### config.mk
export PLATFORM = sky130hd
export DESIGN_NAME = kwd_top
export DESIGN_NICKNAME = d
export VERILOG_FILES = /design/src/rtl/kwd_pkg.sv /design/src/rtl/kwd_keyseq.sv /design/src/rtl/kwd_window.sv /design/src/rtl/kwd_timer.sv /design/src/rtl/kwd_top.sv
export SDC_FILE = /design/constraint.sdc
export NUM_CORES = 1
export LEC_CHECK = 0
export ABC_AREA = 1
export BUFFER_PORTS_ARGS = -buffer_cell sky130_fd_sc_hd__buf_2
export CAP_MARGIN = 20
export CORE_MARGIN = 2
export CORE_UTILIZATION = 63
export CTS_CLUSTER_SIZE = 8
export DETAILED_ROUTE_END_ITERATION = 10
export GPL_ROUTABILITY_DRIVEN = 0
export PLACE_DENSITY_LB_ADDON = 0.25
export SYNTH_ARGS = -nofsm -noshare
export SYNTH_HDL_FRONTEND = slang
export SYNTH_SLANG_ARGS = --single-unit
### constraint.sdc
create_clock -name clk -period 5.5 [get_ports clk]
set_clock_uncertainty 0.15 [all_clocks]
set_input_delay 0.275 -clock clk [delete_from_list [all_inputs] [get_ports clk]]
set_output_delay 0.275 -clock clk [all_outputs]
set_load 0.01 [all_outputs]
### src/rtl/kwd_pkg.sv
package kwd_pkg;
  localparam logic [31:0] KEY_UNLOCK  = 32'hD928_C520;
  localparam logic [31:0] KEY_REFRESH = 32'hB480_A602;
  localparam logic [15:0] UNL_LO = 16'hC520;
  localparam logic [15:0] UNL_HI = 16'hD928;
  localparam logic [15:0] REF_LO = 16'hA602;
  localparam logic [15:0] REF_HI = 16'hB480;

  localparam logic [3:0] OFS_CTRL = 4'h0;
  localparam logic [3:0] OFS_CNT  = 4'h4;
  localparam logic [3:0] OFS_TOV  = 4'h8;

  localparam int B_CMD32 = 13;
  localparam int B_OPEN  = 11;
  localparam int B_DONE  = 10;
  localparam int B_CSEL  = 8;
  localparam int B_EN    = 7;
  localparam int B_UPD   = 5;

  typedef enum logic [1:0] {SEQ_IDLE, SEQ_UNL, SEQ_REF} seq_e;
endpackage

### src/rtl/kwd_keyseq.sv
module kwd_keyseq
  import kwd_pkg::*;
(
  input  logic        clk,
  input  logic        rst_n,
  input  logic        cnt_wr,
  input  logic        other_wr,
  input  logic        cmd32,
  input  logic [31:0] wdata,
  output logic        key_unlock,
  output logic        key_refresh,
  output logic        key_bad,
  output logic        key_abort
);
  seq_e st_q, st_d;

  always_comb begin
    st_d        = st_q;
    key_unlock  = 1'b0;
    key_refresh = 1'b0;
    key_bad     = 1'b0;
    key_abort   = 1'b0;
    if (cnt_wr) begin
      st_d = SEQ_IDLE;
      if (cmd32) begin
        if (wdata == KEY_UNLOCK)       key_unlock  = 1'b1;
        else if (wdata == KEY_REFRESH) key_refresh = 1'b1;
        else                           key_bad     = 1'b1;
      end else begin
        case (st_q)
          SEQ_IDLE: begin
            if (wdata[15:0] == UNL_LO)      st_d    = SEQ_UNL;
            else if (wdata[15:0] == REF_LO) st_d    = SEQ_REF;
            else                            key_bad = 1'b1;
          end
          SEQ_UNL: begin
            if (wdata[15:0] == UNL_HI) key_unlock = 1'b1;
            else                       key_abort  = 1'b1;
          end
          SEQ_REF: begin
            if (wdata[15:0] == REF_HI) key_refresh = 1'b1;
            else                       key_abort   = 1'b1;
          end
          default: key_bad = 1'b1;
        endcase
      end
    end else if (other_wr) begin
      st_d = SEQ_IDLE;
    end
  end

  always_ff @(posedge clk or negedge rst_n) begin
    if (!rst_n) st_q <= SEQ_IDLE;
    else        st_q <= st_d;
  end
endmodule

### src/rtl/kwd_window.sv
module kwd_window #(
  parameter int WIN = 256
) (
  input  logic clk,
  input  logic rst_n,
  input  logic open_req,
  input  logic close_req,
  output logic win_open
);
  localparam int WW = (WIN > 1) ? $clog2(WIN) : 1;

  logic          open_q, open_d;
  logic [WW-1:0] left_q, left_d;

  always_comb begin
    open_d = open_q;
    left_d = left_q;
    if (open_q) begin
      if (left_q == '0) open_d = 1'b0;
      else              left_d = left_q - 1'b1;
    end
    if (close_req) open_d = 1'b0;
    if (open_req) begin
      open_d = 1'b1;
      left_d = WW'(WIN - 1);
    end
  end

  always_ff @(posedge clk or negedge rst_n) begin
    if (!rst_n) begin
      open_q <= 1'b0;
      left_q <= '0;
    end else begin
      open_q <= open_d;
      left_q <= left_d;
    end
  end

  assign win_open = open_q;
endmodule

### src/rtl/kwd_timer.sv
module kwd_timer #(
  parameter int CNT_W = 24
) (
  input  logic             clk,
  input  logic             rst_n,
  input  logic             tick,
  input  logic             run,
  input  logic             clr,
  input  logic [CNT_W-1:0] limit,
  output logic [CNT_W-1:0] cnt,
  output logic             reached
);
  logic [CNT_W-1:0] cnt_q, cnt_d;

  assign reached = run && (cnt_q >= limit);

  always_comb begin
    cnt_d = cnt_q;
    if (clr)                          cnt_d = '0;
    else if (tick && run && !reached) cnt_d = cnt_q + 1'b1;
  end

  always_ff @(posedge clk or negedge rst_n) begin
    if (!rst_n) cnt_q <= '0;
    else        cnt_q <= cnt_d;
  end

  assign cnt = cnt_q;
endmodule

### src/rtl/kwd_top.sv
module kwd_top
  import kwd_pkg::*;
#(
  parameter int CNT_W     = 24,
  parameter int WIN       = 256,
  parameter int DEF_TOVAL = 60000
) (
  input  logic        clk,
  input  logic        rst_n,
  input  logic        tick,
  input  logic        bus_sel,
  input  logic        bus_we,
  input  logic [3:0]  bus_addr,
  input  logic [31:0] bus_wdata,
  output logic [31:0] bus_rdata,
  output logic        rst_req
);
  localparam int PAD_W = 32 - CNT_W;

  logic [1:0] rsync_q;
  logic       srst_n;

  always_ff @(posedge clk or negedge rst_n) begin
    if (!rst_n) rsync_q <= 2'b00;
    else        rsync_q <= {rsync_q[0], 1'b1};
  end
  assign srst_n = rsync_q[1];

  logic wr, wr_ctrl, wr_cnt, wr_tov;
  assign wr      = bus_sel && bus_we;
  assign wr_ctrl = wr && (bus_addr == OFS_CTRL);
  assign wr_cnt  = wr && (bus_addr == OFS_CNT);
  assign wr_tov  = wr && (bus_addr == OFS_TOV);

  logic             cmd32_q, cmd32_d, en_q, en_d, upd_q, upd_d, done_q, done_d;
  logic [1:0]       csel_q, csel_d;
  logic [CNT_W-1:0] tov_q, tov_d, cnt_val;
  logic             rst_q, rst_d;
  logic             key_unlock, key_refresh, key_bad, key_abort;
  logic             win_open, open_req, close_req, cfg_wr, tov_wr, reached;

  kwd_keyseq u_keys (
    .clk        (clk),
    .rst_n      (srst_n),
    .cnt_wr     (wr_cnt),
    .other_wr   (wr && !wr_cnt),
    .cmd32      (cmd32_q),
    .wdata      (bus_wdata),
    .key_unlock (key_unlock),
    .key_refresh(key_refresh),
    .key_bad    (key_bad),
    .key_abort  (key_abort)
  );

  assign open_req  = key_unlock && upd_q;
  assign cfg_wr    = wr_ctrl && win_open;
  assign tov_wr    = wr_tov && win_open;
  assign close_req = key_bad || key_abort || cfg_wr;

  kwd_window #(.WIN(WIN)) u_win (
    .clk      (clk),
    .rst_n    (srst_n),
    .open_req (open_req),
    .close_req(close_req),
    .win_open (win_open)
  );

  kwd_timer #(.CNT_W(CNT_W)) u_tmr (
    .clk    (clk),
    .rst_n  (srst_n),
    .tick   (tick),
    .run    (en_q),
    .clr    (cfg_wr || key_refresh),
    .limit  (tov_q),
    .cnt    (cnt_val),
    .reached(reached)
  );

  always_comb begin
    cmd32_d = cmd32_q;
    en_d    = en_q;
    upd_d   = upd_q;
    csel_d  = csel_q;
    done_d  = done_q;
    tov_d   = tov_q;
    if (open_req) done_d = 1'b0;
    if (cfg_wr) begin
      cmd32_d = bus_wdata[B_CMD32];
      csel_d  = bus_wdata[B_CSEL+1:B_CSEL];
      en_d    = bus_wdata[B_EN];
      upd_d   = bus_wdata[B_UPD];
      done_d  = 1'b1;
    end
    if (tov_wr) tov_d = bus_wdata[CNT_W-1:0];
    rst_d = rst_q || key_bad || reached;
  end

  always_ff @(posedge clk or negedge srst_n) begin
    if (!srst_n) begin
      cmd32_q <= 1'b1;
      en_q    <= 1'b0;
      upd_q   <= 1'b1;
      csel_q  <= 2'b00;
      done_q  <= 1'b0;
      tov_q   <= CNT_W'(DEF_TOVAL);
      rst_q   <= 1'b0;
    end else begin
      cmd32_q <= cmd32_d;
      en_q    <= en_d;
      upd_q   <= upd_d;
      csel_q  <= csel_d;
      done_q  <= done_d;
      tov_q   <= tov_d;
      rst_q   <= rst_d;
    end
  end

  logic [31:0] ctrl_rd;
  always_comb begin
    ctrl_rd                      = '0;
    ctrl_rd[B_CMD32]             = cmd32_q;
    ctrl_rd[B_OPEN]              = win_open;
    ctrl_rd[B_DONE]              = done_q;
    ctrl_rd[B_CSEL+1:B_CSEL]     = csel_q;
    ctrl_rd[B_EN]                = en_q;
    ctrl_rd[B_UPD]               = upd_q;
  end

  always_comb begin
    case (bus_addr)
      OFS_CTRL: bus_rdata = ctrl_rd;
      OFS_CNT:  bus_rdata = {{PAD_W{1'b0}}, cnt_val};
      OFS_TOV:  bus_rdata = {{PAD_W{1'b0}}, tov_q};
      default:  bus_rdata = '0;
    endcase
  end

  assign rst_req = rst_q;
endmodule

==> run summary <==
Chip Width = 96.4 um
Die area = 0.00929 sq mm
Slew @ Worst Pin = 0.705 ns
Clk Latency, worst-skew pair = 0.36 ns
Hold path depth = 3
PortBufs = 65
R2R depth = 11
Row cnt = 33
VDD IR-drop max = 0.000145 V
Vias in the first global route = 4938
Commonest non-fill, non-tap cells in the layout = nand2_1, inv_1, nor2_1, buf_2, dfrtp_1
Clock transition at the registers of the reported paths = 0.08 ns
Mapped Area = 0.00537 sq mm
Family with the most delay on the worst path = simple AND/OR/NAND/NOR gates
CP max stage delay = 0.54 ns
Routed Antenna Nets = 0
CTS tree = yes
Max-Cap Viols = 0
Seq pwr share = 47.8%
Top_reg_cell synth = dfrtp_1
Post-CTS setup buffers = 0
CTS Buffer Depth = 2
Cells after synthesis = 761
Share of cells above drive strength 1 = 19.4%
Setup crit end kind = flip-flop
Kind of start point of the critical path = flip-flop
Number of distinct library cells after synthesis = 38
Starting DRC count in detailed routing = 336
# DRC = 0
Comb pwr share = 8.7%
Rel. slew slack = 52.9%
Clk pwr share = 43.6%
Vias = 5201
WP depth = 11
Core Area = 0.00826 sq mm
Gr usage total = 31.8%
Power density cells = 184 mW/mm^2
Net Sw Power = 0.287 mW
Crit-path cells = inv_1, ha_1, nand2_1, nor2_1, nand4_1, nor2_1, nand2_1, nand3_4, clkinv_2, nand3_1, nand2_1
CP dominant cell by count = nand2_1
Ys Warns = 0
Nets = 886
Global route total overflow = 0
PnR worst setup slack = 2.60 ns
Routed Wire Length = 13900 um
Area growth from synthesis to layout = 9.41%
Min cycle time layout = 2.90 ns
Diodes inserted = 0
Slew Viols, Final = 0
Routed vias/inst = 5.62
Overall power = 1.08 mW
Final hold viol count = 0
Pre-CTS setup slack = 2.69 ns
Syn avg cell area = 7.06 sq um
Clock Root Buffer = clkbuf_8
Starting Density = 65.1%
Net Sw Frac = 26.5%
Final Instance Area = 0.00588 sq mm
Critical path buffers and inverters = 2
Pint = 0.794 mW
Setup TNS after final layout = 0 ns
Fin cells = 925
Clock sink count = 68
Pleak = 3.05 nW
Fmax achieved = 345 MHz
Setup-failing EPs final = 0
Worst Path Arrival = 2.99 ns
Hpwl dp = 10500 um
CP max stage cell = dfstp_2
Die Ht = 96.4 um
Unrepaired setup endpoints after global routing = false
Seq cells post-synth = 68
IO Count = 74
Drt wl/cell = 15.0 um
First-pass GRT wire length = 22700 um
Seq/Total Area, Yosys = 31.9%
DP Cell Count = 908
Hold buffer count at cts = 1
Fin crit share = 52.7%
Post-CTS sizing = 0
Dpl cell area = 0.00565 sq mm
Num CTS Buffers = 9
Critical-path maximum fanout = 26
Number of synthesized flops with an enable pin = 0
Worst Hold Class = input pin to flip-flop
H-tree levels = 3
Run status = finished clean
Pin count of the biggest net entering global routing = 47
Pre-Repair DR Iteration Count = 5
Most common cell after layout, fill and taps aside = nand2_1
Synth async-reset ratio = 100%
CP required = 5.60 ns
Initial antenna violation count = 0
Crit Path Category = flip-flop to flip-flop
[cells by family (layout without fill, tap and decap cells)]
group | Yosys count | in the layout | synth area share [%]
AND/OR/NAND/NOR | 414 | 414 | 37.1
buffers and inverters | 157 | 209 | 13.0
flip-flops | 68 | 68 | 31.9
AO/OA/AOI/OAI | 65 | 65 | 6.80
adder cells (fa/ha/maj) | 30 | 30 | 6.98
XOR/XNOR | 25 | 25 | 4.07
other | 2 | 9 | 0.140
[registers in the layout, summed over array words and instances (netlist names)]
name            flops
cmd32_q             1
en_q                1
rsync_q             2
u_win.left_q        8
u_tmr.cnt          24
rst_req             1
tov_q              24
csel_q              2
u_win.win_open      1
done_q              1
u_keys.st_q         2
upd_q               1
[power by group through the flow]
stage	Clock [mW]	Combinational, mW	Sequential (mW)
3_5_place_dp	0	0.0924	0.526
5_1_grt	0.495	0.107	0.518
3_3_place_gp	0	0.0881	0.526
4_1_cts	0.474	0.0934	0.516
6_report	0.471	0.0938	0.516
2_1_floorplan	0	0.0576	0.526
[layout make-up]
cell class	count	area, sq um
Timing Repair Buffer	68	350
Clock buffer	9	124
Inverter	125	473
Fill cell	701	2380
Multi-Input combinational cell	543	2990
Tap cell	105	131
Clock inverter	7	98.8
Sequential cell	68	1710
[synthesized netlist by cell type (5+ instances only)]
master	count	area, sq um
a21oi_1	10	50.1
buf_2	8	40.0
buf_4	11	82.6
clkbuf_1	9	33.8
dfrtp_1	59	1480
dfstp_2	9	236
ha_1	30	375
inv_1	117	439
inv_2	6	22.5
nand2_1	203	762
nand2_2	21	131
nand3_1	35	175
nand3_2	21	210
nand4_1	37	231
nor2_1	73	274
nor2_2	6	37.5
nor3_1	7	35.0
o21ai_0	28	140
o21ai_1	9	45.0
o22ai_1	9	56.3
xnor2_1	5	43.8
xor2_1	20	175
[worst register-to-register path, cell delays in order (launching register included)]
cell and delay, ns:
dfstp_2 0.54, inv_1 0.05, ha_1 0.31, nand2_1 0.06, nor2_1 0.19, nand4_1 0.13
nor2_1 0.10, nand2_1 0.13, nand3_4 0.31, clkinv_2 0.49, nand3_1 0.25, nand2_1 0.07
[path summary, 6_finish.rpt]
path | slack, ns | to | from
worst max-delay path | 2.60 | u_tmr.cnt[5] | tov_q[11]
worst min-delay path | 0.02 | tov_q[0] | bus_wdata[0]
worst max register to register | 2.60 | u_tmr.cnt[5] | tov_q[11]
worst min register to register | 0.07 | tov_q[2] | rsync_q[1]
max in group asynchronous | 4.16 | u_tmr.cnt[20] | rsync_q[1]
min in group asynchronous | 0.06 | rsync_q[1] | rst_n
[metrics by stage]
step                hold slack (ns)  utilization (%)
floorplan                    -0.171                -
global placement            -0.0909             68.4
detailed placement          -0.0869             68.4
CTS                          0.0175             71.2
global route                 0.0317             71.2
finish                       0.0187             71.2
[layer usage]
metal | track usage, % | wire [um] | vias up | share of wire (%)
met5 | 0 | 0 | - | 0
met4 | 14.9 | 409 | 0 | 3.0
met3 | 4.54 | 903 | 41 | 6.5
met2 | 54.2 | 6960 | 228 | 50
met1 | 39.7 | 5580 | 2419 | 40
li1 | - | - | 2513 | -
Power figures use the tool's default switching activity.
